### src/rtl/fpt_pkg.sv
package fpt_pkg;
  typedef enum logic [1:0] {
    OP_PROG   = 2'd0,
    OP_PAGE   = 2'd1,
    OP_BULK   = 2'd2,
    OP_VERIFY = 2'd3
  } opKind_e;

  typedef struct packed {
    logic    clrCnt;
    logic    incCnt;
    logic    loadTerm;
    opKind_e kind;
  } dpCtrl_t;
endpackage

### src/rtl/fpt_datapath.sv
module fpt_datapath
  import fpt_pkg::*;
#(
  parameter int CTRL_W       = 8,
  parameter int VERIFY_TICKS = 2
) (
  input  logic              clk,
  input  logic              rstN,
  input  logic              regWrEn,
  input  logic [CTRL_W-1:0] regWrData,
  input  dpCtrl_t           ctrl,
  output logic [CTRL_W-1:0] setting,
  output logic              atTerm
);
  localparam int CNT_W = CTRL_W + 2;
  localparam logic [CNT_W-1:0] VER_TERM = CNT_W'(VERIFY_TICKS - 1);

  logic [CNT_W-1:0] cnt;
  logic [CNT_W-1:0] termReg;
  logic [CNT_W-1:0] termNext;

  // Duration setting register
  always_ff @(posedge clk or negedge rstN) begin
    if (!rstN) setting <= '0;
    else if (regWrEn) setting <= regWrData;
  end

  // Terminal count chosen by operation kind
  always_comb begin
    unique case (ctrl.kind)
      OP_BULK:   termNext = {setting, 2'b11};
      OP_VERIFY: termNext = VER_TERM;
      default:   termNext = {1'b0, setting, 1'b1};
    endcase
  end

  always_ff @(posedge clk or negedge rstN) begin
    if (!rstN) termReg <= '0;
    else if (ctrl.loadTerm) termReg <= termNext;
  end

  always_ff @(posedge clk or negedge rstN) begin
    if (!rstN) cnt <= '0;
    else if (ctrl.clrCnt) cnt <= '0;
    else if (ctrl.incCnt) cnt <= cnt + 1'b1;
  end

  assign atTerm = (cnt == termReg);
endmodule

### src/rtl/fpt_control.sv
module fpt_control
  import fpt_pkg::*;
(
  input  logic    clk,
  input  logic    rstN,
  input  logic    tick,
  input  logic    startProg,
  input  logic    startPage,
  input  logic    startBulk,
  input  logic    startVerify,
  input  logic    atTerm,
  output dpCtrl_t ctrl,
  output logic    busy,
  output logic    hvEn
);
  logic    anyStart;
  logic    startOk;
  logic    finish;
  opKind_e kindSel;

  always_comb begin
    anyStart = startProg | startPage | startBulk | startVerify;
    if (startBulk)      kindSel = OP_BULK;
    else if (startPage) kindSel = OP_PAGE;
    else if (startProg) kindSel = OP_PROG;
    else                kindSel = OP_VERIFY;
    startOk = !busy && anyStart;
    finish  = busy && tick && atTerm;
    ctrl.clrCnt   = startOk;
    ctrl.loadTerm = startOk;
    ctrl.incCnt   = busy && tick && !atTerm;
    ctrl.kind     = kindSel;
  end

  always_ff @(posedge clk or negedge rstN) begin
    if (!rstN) begin
      busy <= 1'b0;
      hvEn <= 1'b0;
    end else if (startOk) begin
      busy <= 1'b1;
      hvEn <= (kindSel != OP_VERIFY);
    end else if (finish) begin
      busy <= 1'b0;
      hvEn <= 1'b0;
    end
  end
endmodule

### src/rtl/flash_pe_timer.sv
module flash_pe_timer
  import fpt_pkg::*;
#(
  parameter int CTRL_W       = 8,
  parameter int VERIFY_TICKS = 2
) (
  input  logic              clk,
  input  logic              rstN,
  input  logic              busSel,
  input  logic              busWr,
  input  logic              busAddr,
  input  logic [CTRL_W-1:0] busWdata,
  output logic [CTRL_W-1:0] busRdata,
  input  logic              tick,
  input  logic              startProg,
  input  logic              startPage,
  input  logic              startBulk,
  input  logic              startVerify,
  output logic              hvEn,
  output logic              doneFlag
);
  dpCtrl_t           ctrl;
  logic              atTerm;
  logic              busy;
  logic [CTRL_W-1:0] setting;

  fpt_control u_ctrl (
    .clk(clk), .rstN(rstN), .tick(tick),
    .startProg(startProg), .startPage(startPage),
    .startBulk(startBulk), .startVerify(startVerify),
    .atTerm(atTerm), .ctrl(ctrl), .busy(busy), .hvEn(hvEn)
  );

  fpt_datapath #(.CTRL_W(CTRL_W), .VERIFY_TICKS(VERIFY_TICKS)) u_dp (
    .clk(clk), .rstN(rstN),
    .regWrEn(busSel && busWr && !busAddr),
    .regWrData(busWdata), .ctrl(ctrl),
    .setting(setting), .atTerm(atTerm)
  );

  assign doneFlag = !busy;
  assign busRdata = busAddr ? {{(CTRL_W-1){1'b0}}, doneFlag} : setting;
endmodule

### config.mk
export PLATFORM = sky130hd
export DESIGN_NAME = flash_pe_timer
export DESIGN_NICKNAME = d
export VERILOG_FILES = /design/src/rtl/fpt_pkg.sv /design/src/rtl/fpt_datapath.sv /design/src/rtl/fpt_control.sv /design/src/rtl/flash_pe_timer.sv
export SDC_FILE = /design/constraint.sdc
export NUM_CORES = 1
export LEC_CHECK = 0
export BUFFER_PORTS_ARGS = -buffer_cell sky130_fd_sc_hd__buf_2
export CAP_MARGIN = 0
export CORE_ASPECT_RATIO = 0.5
export CORE_UTILIZATION = 46
export DETAILED_ROUTE_END_ITERATION = 6
export GPL_ROUTABILITY_DRIVEN = 0
export PLACE_DENSITY = 0.75
export SLEW_MARGIN = 20
export SYNTH_ARGS = -nofsm -noshare
export SYNTH_HDL_FRONTEND = slang
export SYNTH_SLANG_ARGS = --single-unit
### constraint.sdc
create_clock -name clk -period 1.5 [get_ports clk]
set_input_delay 0.075 -clock clk [delete_from_list [all_inputs] [get_ports clk]]
set_output_delay 0.075 -clock clk [all_outputs]
set_load 0.02 [all_outputs]
### Word-level counts from Yosys, hierarchy flattened

Index checks and enable logic that the tools add are counted.

* $add $sub $neg: 1
* equality and inequality tests: 4
* multiplexer cells: 10
* bitwise gates (word level): 3
* reductions and logical operators: 11

Operators with widths (number)
* 10-bit two-way mux: 2
* 10-bit one-hot mux with 2 select lines: 1
* 10-bit by 1-bit adder with 10-bit output, second input constant: 1
* 10-bit equality test: 1
* 8-bit two-way mux: 1
* 1-bit logical AND: 6
* 2-bit two-way mux: 3
* 2-bit equality test, second input constant: 2
* 2-bit nonzero test: 2
* 1-bit logical NOT: 3
* 1-bit two-way mux: 3
* 1-bit bitwise OR: 3
* 2-bit inequality test, second input constant: 1

* flip-flop bits (word level): 30
* input bits: 18
* logic and storage cells: 34

### Depth between registers and ports, before layout

* word-level depth: 5
* gate-level depth with buffers: 7
* depth with buffers taken out: 6

### By module

From an unflattened synthesis, not the netlist that was laid out.

* cells, all modules: 149
* area total of the unflattened synthesis: 1542.7 um^2

By module, submodules not included
* fpt_datapath: times used 1, cells an instance 121, area an instance 1320.0 um^2, seq. area each 700.7 um^2
* fpt_control: times used 1, cells an instance 17, area an instance 135.1 um^2, seq. area each 50.0 um^2
* flash_pe_timer: times used 1, cells an instance 11, area an instance 87.6 um^2, seq. area each 0.0 um^2

### Worst setup path before layout

Ideal clock, no wire load.

* path kind: reg-to-reg
* start point: register u_dp.cnt[5]
* end point: register u_dp.cnt[8]
* data arrival time: 1.425 ns
* data required time: 1.374 ns
* setup slack: -0.051 ns
* stages on the path, launching flop included: 7
* path buffers: 1
* path through: dfrtp_1 buf_6 xnor2_2 nand4_2 o31ai_4 nor2_1 a221o_1

* cells in the longest elaborated chain, start to end: 4
* elaborated cells on any way between the ends: 7
* classes of those cells: add/sub (1); eq/ne (1); mux (2); reduce/logical (3)

RTL lines
* start, declared: RTL line fpt_datapath.sv:18 `logic [CNT_W-1:0] cnt;`
* start signal, assigned: RTL line fpt_datapath.sv:45 `else if (ctrl.incCnt) cnt <= cnt + 1'b1;`
* parallel branches: the longest is 4 deep, another holds 10-bit by 1-bit adder with 10-bit output

Several ways; the timed one is not identified. The select of a mux whose other input is x is not followed.
A chain may end at the register's enable or synchronous reset.

### Final worst setup path

* start point: register u_dp.cnt[3]
* end point: register u_dp.cnt[8]

The elaborated chain is that of the path after synthesis.

==> results.py <==
metrics = {
    "clock_tree": {
        "path_clk_slew_ns": 0.07,
        "cts-root-buf": "clkbuf_8",
        "cts_buffers": 5,
        "clockBufferDepth": 2,
        "tritoncts": "yes",
        "cts_num_sinks": 30,
        "clk-insertion-delay-late_ns": 0.29,
        "h-tree-depth": 2,
    },
    "min_path": {
        "worstHoldPathCells": 2,
        "worstHoldStart": "busWdata[1]",
        "min-delay-path-class": "input port to flip-flop",
    },
    "setup_path": {
        "start_kind": "flip-flop",
        "cp_slowest_stage_delay_ns": 0.43,
        "endpoint_kind": "flip-flop",
        "crit_type": "flip-flop to flip-flop",
        "cp.arrival_ns": 1.84,
        "crit-reg2reg-launch": "u_dp.cnt[3]",
        "path_buf_inv": 1,
        "reg2reg_depth": 6,
        "cp_cell_sequence": "xnor2_1 > nand4_1 > buf_4 > nor3_4 > nor2b_2 > a221o_1",
        "slowest_stage": "dfrtp_1",
        "crit_required_ns": 1.67,
        "critPathMaxFanout": 3,
        "worstSetupStartpoint": "u_dp.cnt[3]",
        "cp.depth": 6,
        "cp_top_family": "simple AND/OR/NAND/NOR gates",
    },
    "detailed_routing": {
        "routed_wl_um": 3680,
        "avgViaCountPerCell": 5.23,
        "num_vias": 1375,
        "drc": 0,
        "wl_per_cell_um": 14.0,
        "ant_nets": 0,
        "initialDrtViolationCount": 40,
        "dr.pass1.iters": 4,
    },
    "floorplan": {
        "top_level_ports": 28,
        "row_count": 14,
        "die_width_um": 86.3,
        "die_h_um": 44.1,
        "start_util": 0.513,
        "core_sq_mm": 0.00319,
        "die_area_sq_mm": 0.00381,
    },
    "synth": {
        "synth_cell_types": 40,
        "syn_area_per_cell_sq_um": 10.1,
        "synth_top_family_by_area": "simple AND/OR/NAND/NOR gates",
        "synth-warning-count": 0,
        "synthAdderAreaFrac": 0.00766,
        "seq_area_frac_synth": 0.459,
        "syn_inst": 162,
        "yosys.area_share.xor_xnor": 0.0628,
        "synth-seq-cells": 30,
        "mappedNetlistNets": 181,
        "syn-cell-area_sq_mm": 0.00163,
        "synth_compound_area_frac": 0.142,
        "synth-simple-area-share": 0.227,
        "muxShareOfSynthArea": 0.0674,
    },
    "sta": {
        "rsz0062_at_grt": "true",
        "clock_skew_ns": 0.00371,
        "fmax_mhz": 598,
        "fin_crit_sh": 1.12,
        "period_minus_slack_ns": 1.67,
        "setup_tns_ns": -1.32,
        "setup_viol": 12,
        "hold_viol": 0,
        "drv_slew": 0,
        "holdWs_ns": 0.0167,
        "tightest_slew_ns": 0.676,
        "timing.final.ws_setup_ns": -0.173,
        "relSlewSlack": 0.549,
    },
    "flow_run": {
        "max_cap_violations": 0,
    },
    "power_and_ir_drop": {
        "p_total_mw": 3.25,
        "peakVddDrop_mv": 0.740,
        "leakagePower_nw": 0.949,
        "powerDensity_mw_per_mm2": 1510,
    },
    "grt": {
        "grt_max_degree": 31,
        "grt_pass1_vias": 1366,
        "antenna_found_initial": 0,
        "grt_first_pass_wirelength_um": 6130,
        "overflow": 0,
        "grt_use_total": 0.220,
    },
    "placed_design": {
        "dp_hpwl_um": 2570,
        "placed_area_sq_mm": 0.00193,
        "dpl_worst_slack_ns": -0.190,
        "port_buffers": 27,
    },
    "cells_and_area": {
        "seq_area_sq_um": 752,
        "fill_cells": 238,
        "stdcell_area_sq_mm": 0.00216,
        "nets": 233,
        "multi_input_area_sq_um": 892,
        "num_antenna_cells": 0,
        "layout_commonest_cell": "dfrtp_1",
        "final_cell_mix": "dfrtp_1, buf_2, buf_4",
        "syn_to_final_growth_pct": 32.1,
        "drive_gt1_frac": 0.414,
    },
    "outcome": {
        "failed_checks": "negative setup slack",
        "status": "finished with violations",
    },
}
-- Yosys cell counts --
master | n | area share
nand4_2 | 1 | 0.0077
buf_6 | 2 | 0.014
nor3b_1 | 7 | 0.032
nand4_1 | 3 | 0.011
nand2b_1 | 1 | 0.0038
clkbuf_1 | 2 | 0.0046
and4_1 | 1 | 0.0054
buf_1 | 1 | 0.0023
a21oi_1 | 9 | 0.028
or2_2 | 1 | 0.0038
ha_1 | 1 | 0.0077
a21o_1 | 1 | 0.0046
o21ai_1 | 2 | 0.0061
nor2_1 | 10 | 0.023
nand2_4 | 1 | 0.0069
or2_1 | 2 | 0.0077
o21ai_0 | 10 | 0.031
nor3_2 | 1 | 0.0061
a21oi_2 | 2 | 0.011
nand3b_1 | 1 | 0.0046
mux2_2 | 8 | 0.055
xnor2_2 | 2 | 0.020
nand2_1 | 15 | 0.034
xnor2_1 | 8 | 0.043
and2_1 | 3 | 0.011
or3_1 | 3 | 0.011
mux2i_1 | 2 | 0.012
o22ai_1 | 1 | 0.0038
nor2b_1 | 9 | 0.034
nor3_1 | 2 | 0.0061
dfrtp_1 | 30 | 0.46
o21ai_2 | 1 | 0.0054
buf_2 | 3 | 0.0092
inv_1 | 2 | 0.0046
a221o_1 | 2 | 0.012
o31ai_4 | 1 | 0.013
o31ai_1 | 3 | 0.014
nand3_1 | 4 | 0.012
and3_1 | 1 | 0.0038
o211ai_1 | 3 | 0.014
-- through the flow --
step | utilization | std cells
after floorplan | - | 162
after global placement | 0.607 | 249
after detailed placement | 0.607 | 249
after CTS | 0.666 | 262
after global routing | 0.677 | 263
final | 0.677 | 263
-- sequential cells by signal, indices dropped and copies added (netlist names) --
| signal | count |
|---|---|
| u_dp.cnt | 10 |
| u_ctrl.busy | 1 |
| u_ctrl.hvEn | 1 |
| u_dp.setting | 8 |
| u_dp.termReg | 10 |
-- cell families (layout without fill, tap and decap cells) --
kind of cell | after synthesis | after routing
adder cells (fa/ha/maj) | 1 | 1
AO/OA/AOI/OAI | 35 | 35
buffers and inverters | 10 | 63
multiplexers | 10 | 10
XOR/XNOR | 10 | 10
flip-flops | 30 | 30
AND/OR/NAND/NOR | 66 | 66
-- report_power, final --
group          switching [mW]  internal (mW)
sequential              0.215           1.03
clock                   0.328          0.368
combinational           0.656          0.659
total                    1.20           2.05
-- per-layer routing --
metal | share of wire | track usage | up-vias
li1 | - | - | 670
met1 | 0.47 | 0.277 | 650
met2 | 0.46 | 0.357 | 44
met3 | 0.055 | 0.0709 | 11
met4 | 0.020 | 0.0967 | 0
met5 | 0 | 0 | -
-- repair_timing --
action / in CTS / in global routing
gates resized for setup: 11 / 7
setup endpoints to repair: 11 / 12
hold buffers: 1 / 0
endpoints found under the hold margin: 30 / 0
pin swaps: 11 / 8
setup buffers: 4 / 1
-- final cells by class --
cell class	count	share of cell area
clock buffers	6	0.0383
clock inverters	2	0.00580
inverters	2	0.00348
multi-input cells	122	0.413
flip-flops and latches	30	0.348
well taps	48	0.0278
repair buffers	53	0.163
-- path summary, 6_finish.rpt --
kind | end | slack [ns]
worst max register to register | u_dp.cnt[8] | -0.17
max in group asynchronous | u_dp.cnt[8] | 0.64
worst min-delay path | u_dp.setting[1] | 0.02
worst min register to register | u_dp.termReg[0] | 0.49
worst max-delay path | u_dp.cnt[8] | -0.17
min in group asynchronous | u_dp.setting[0] | 0.37
(Power assumes the default switching activity.)
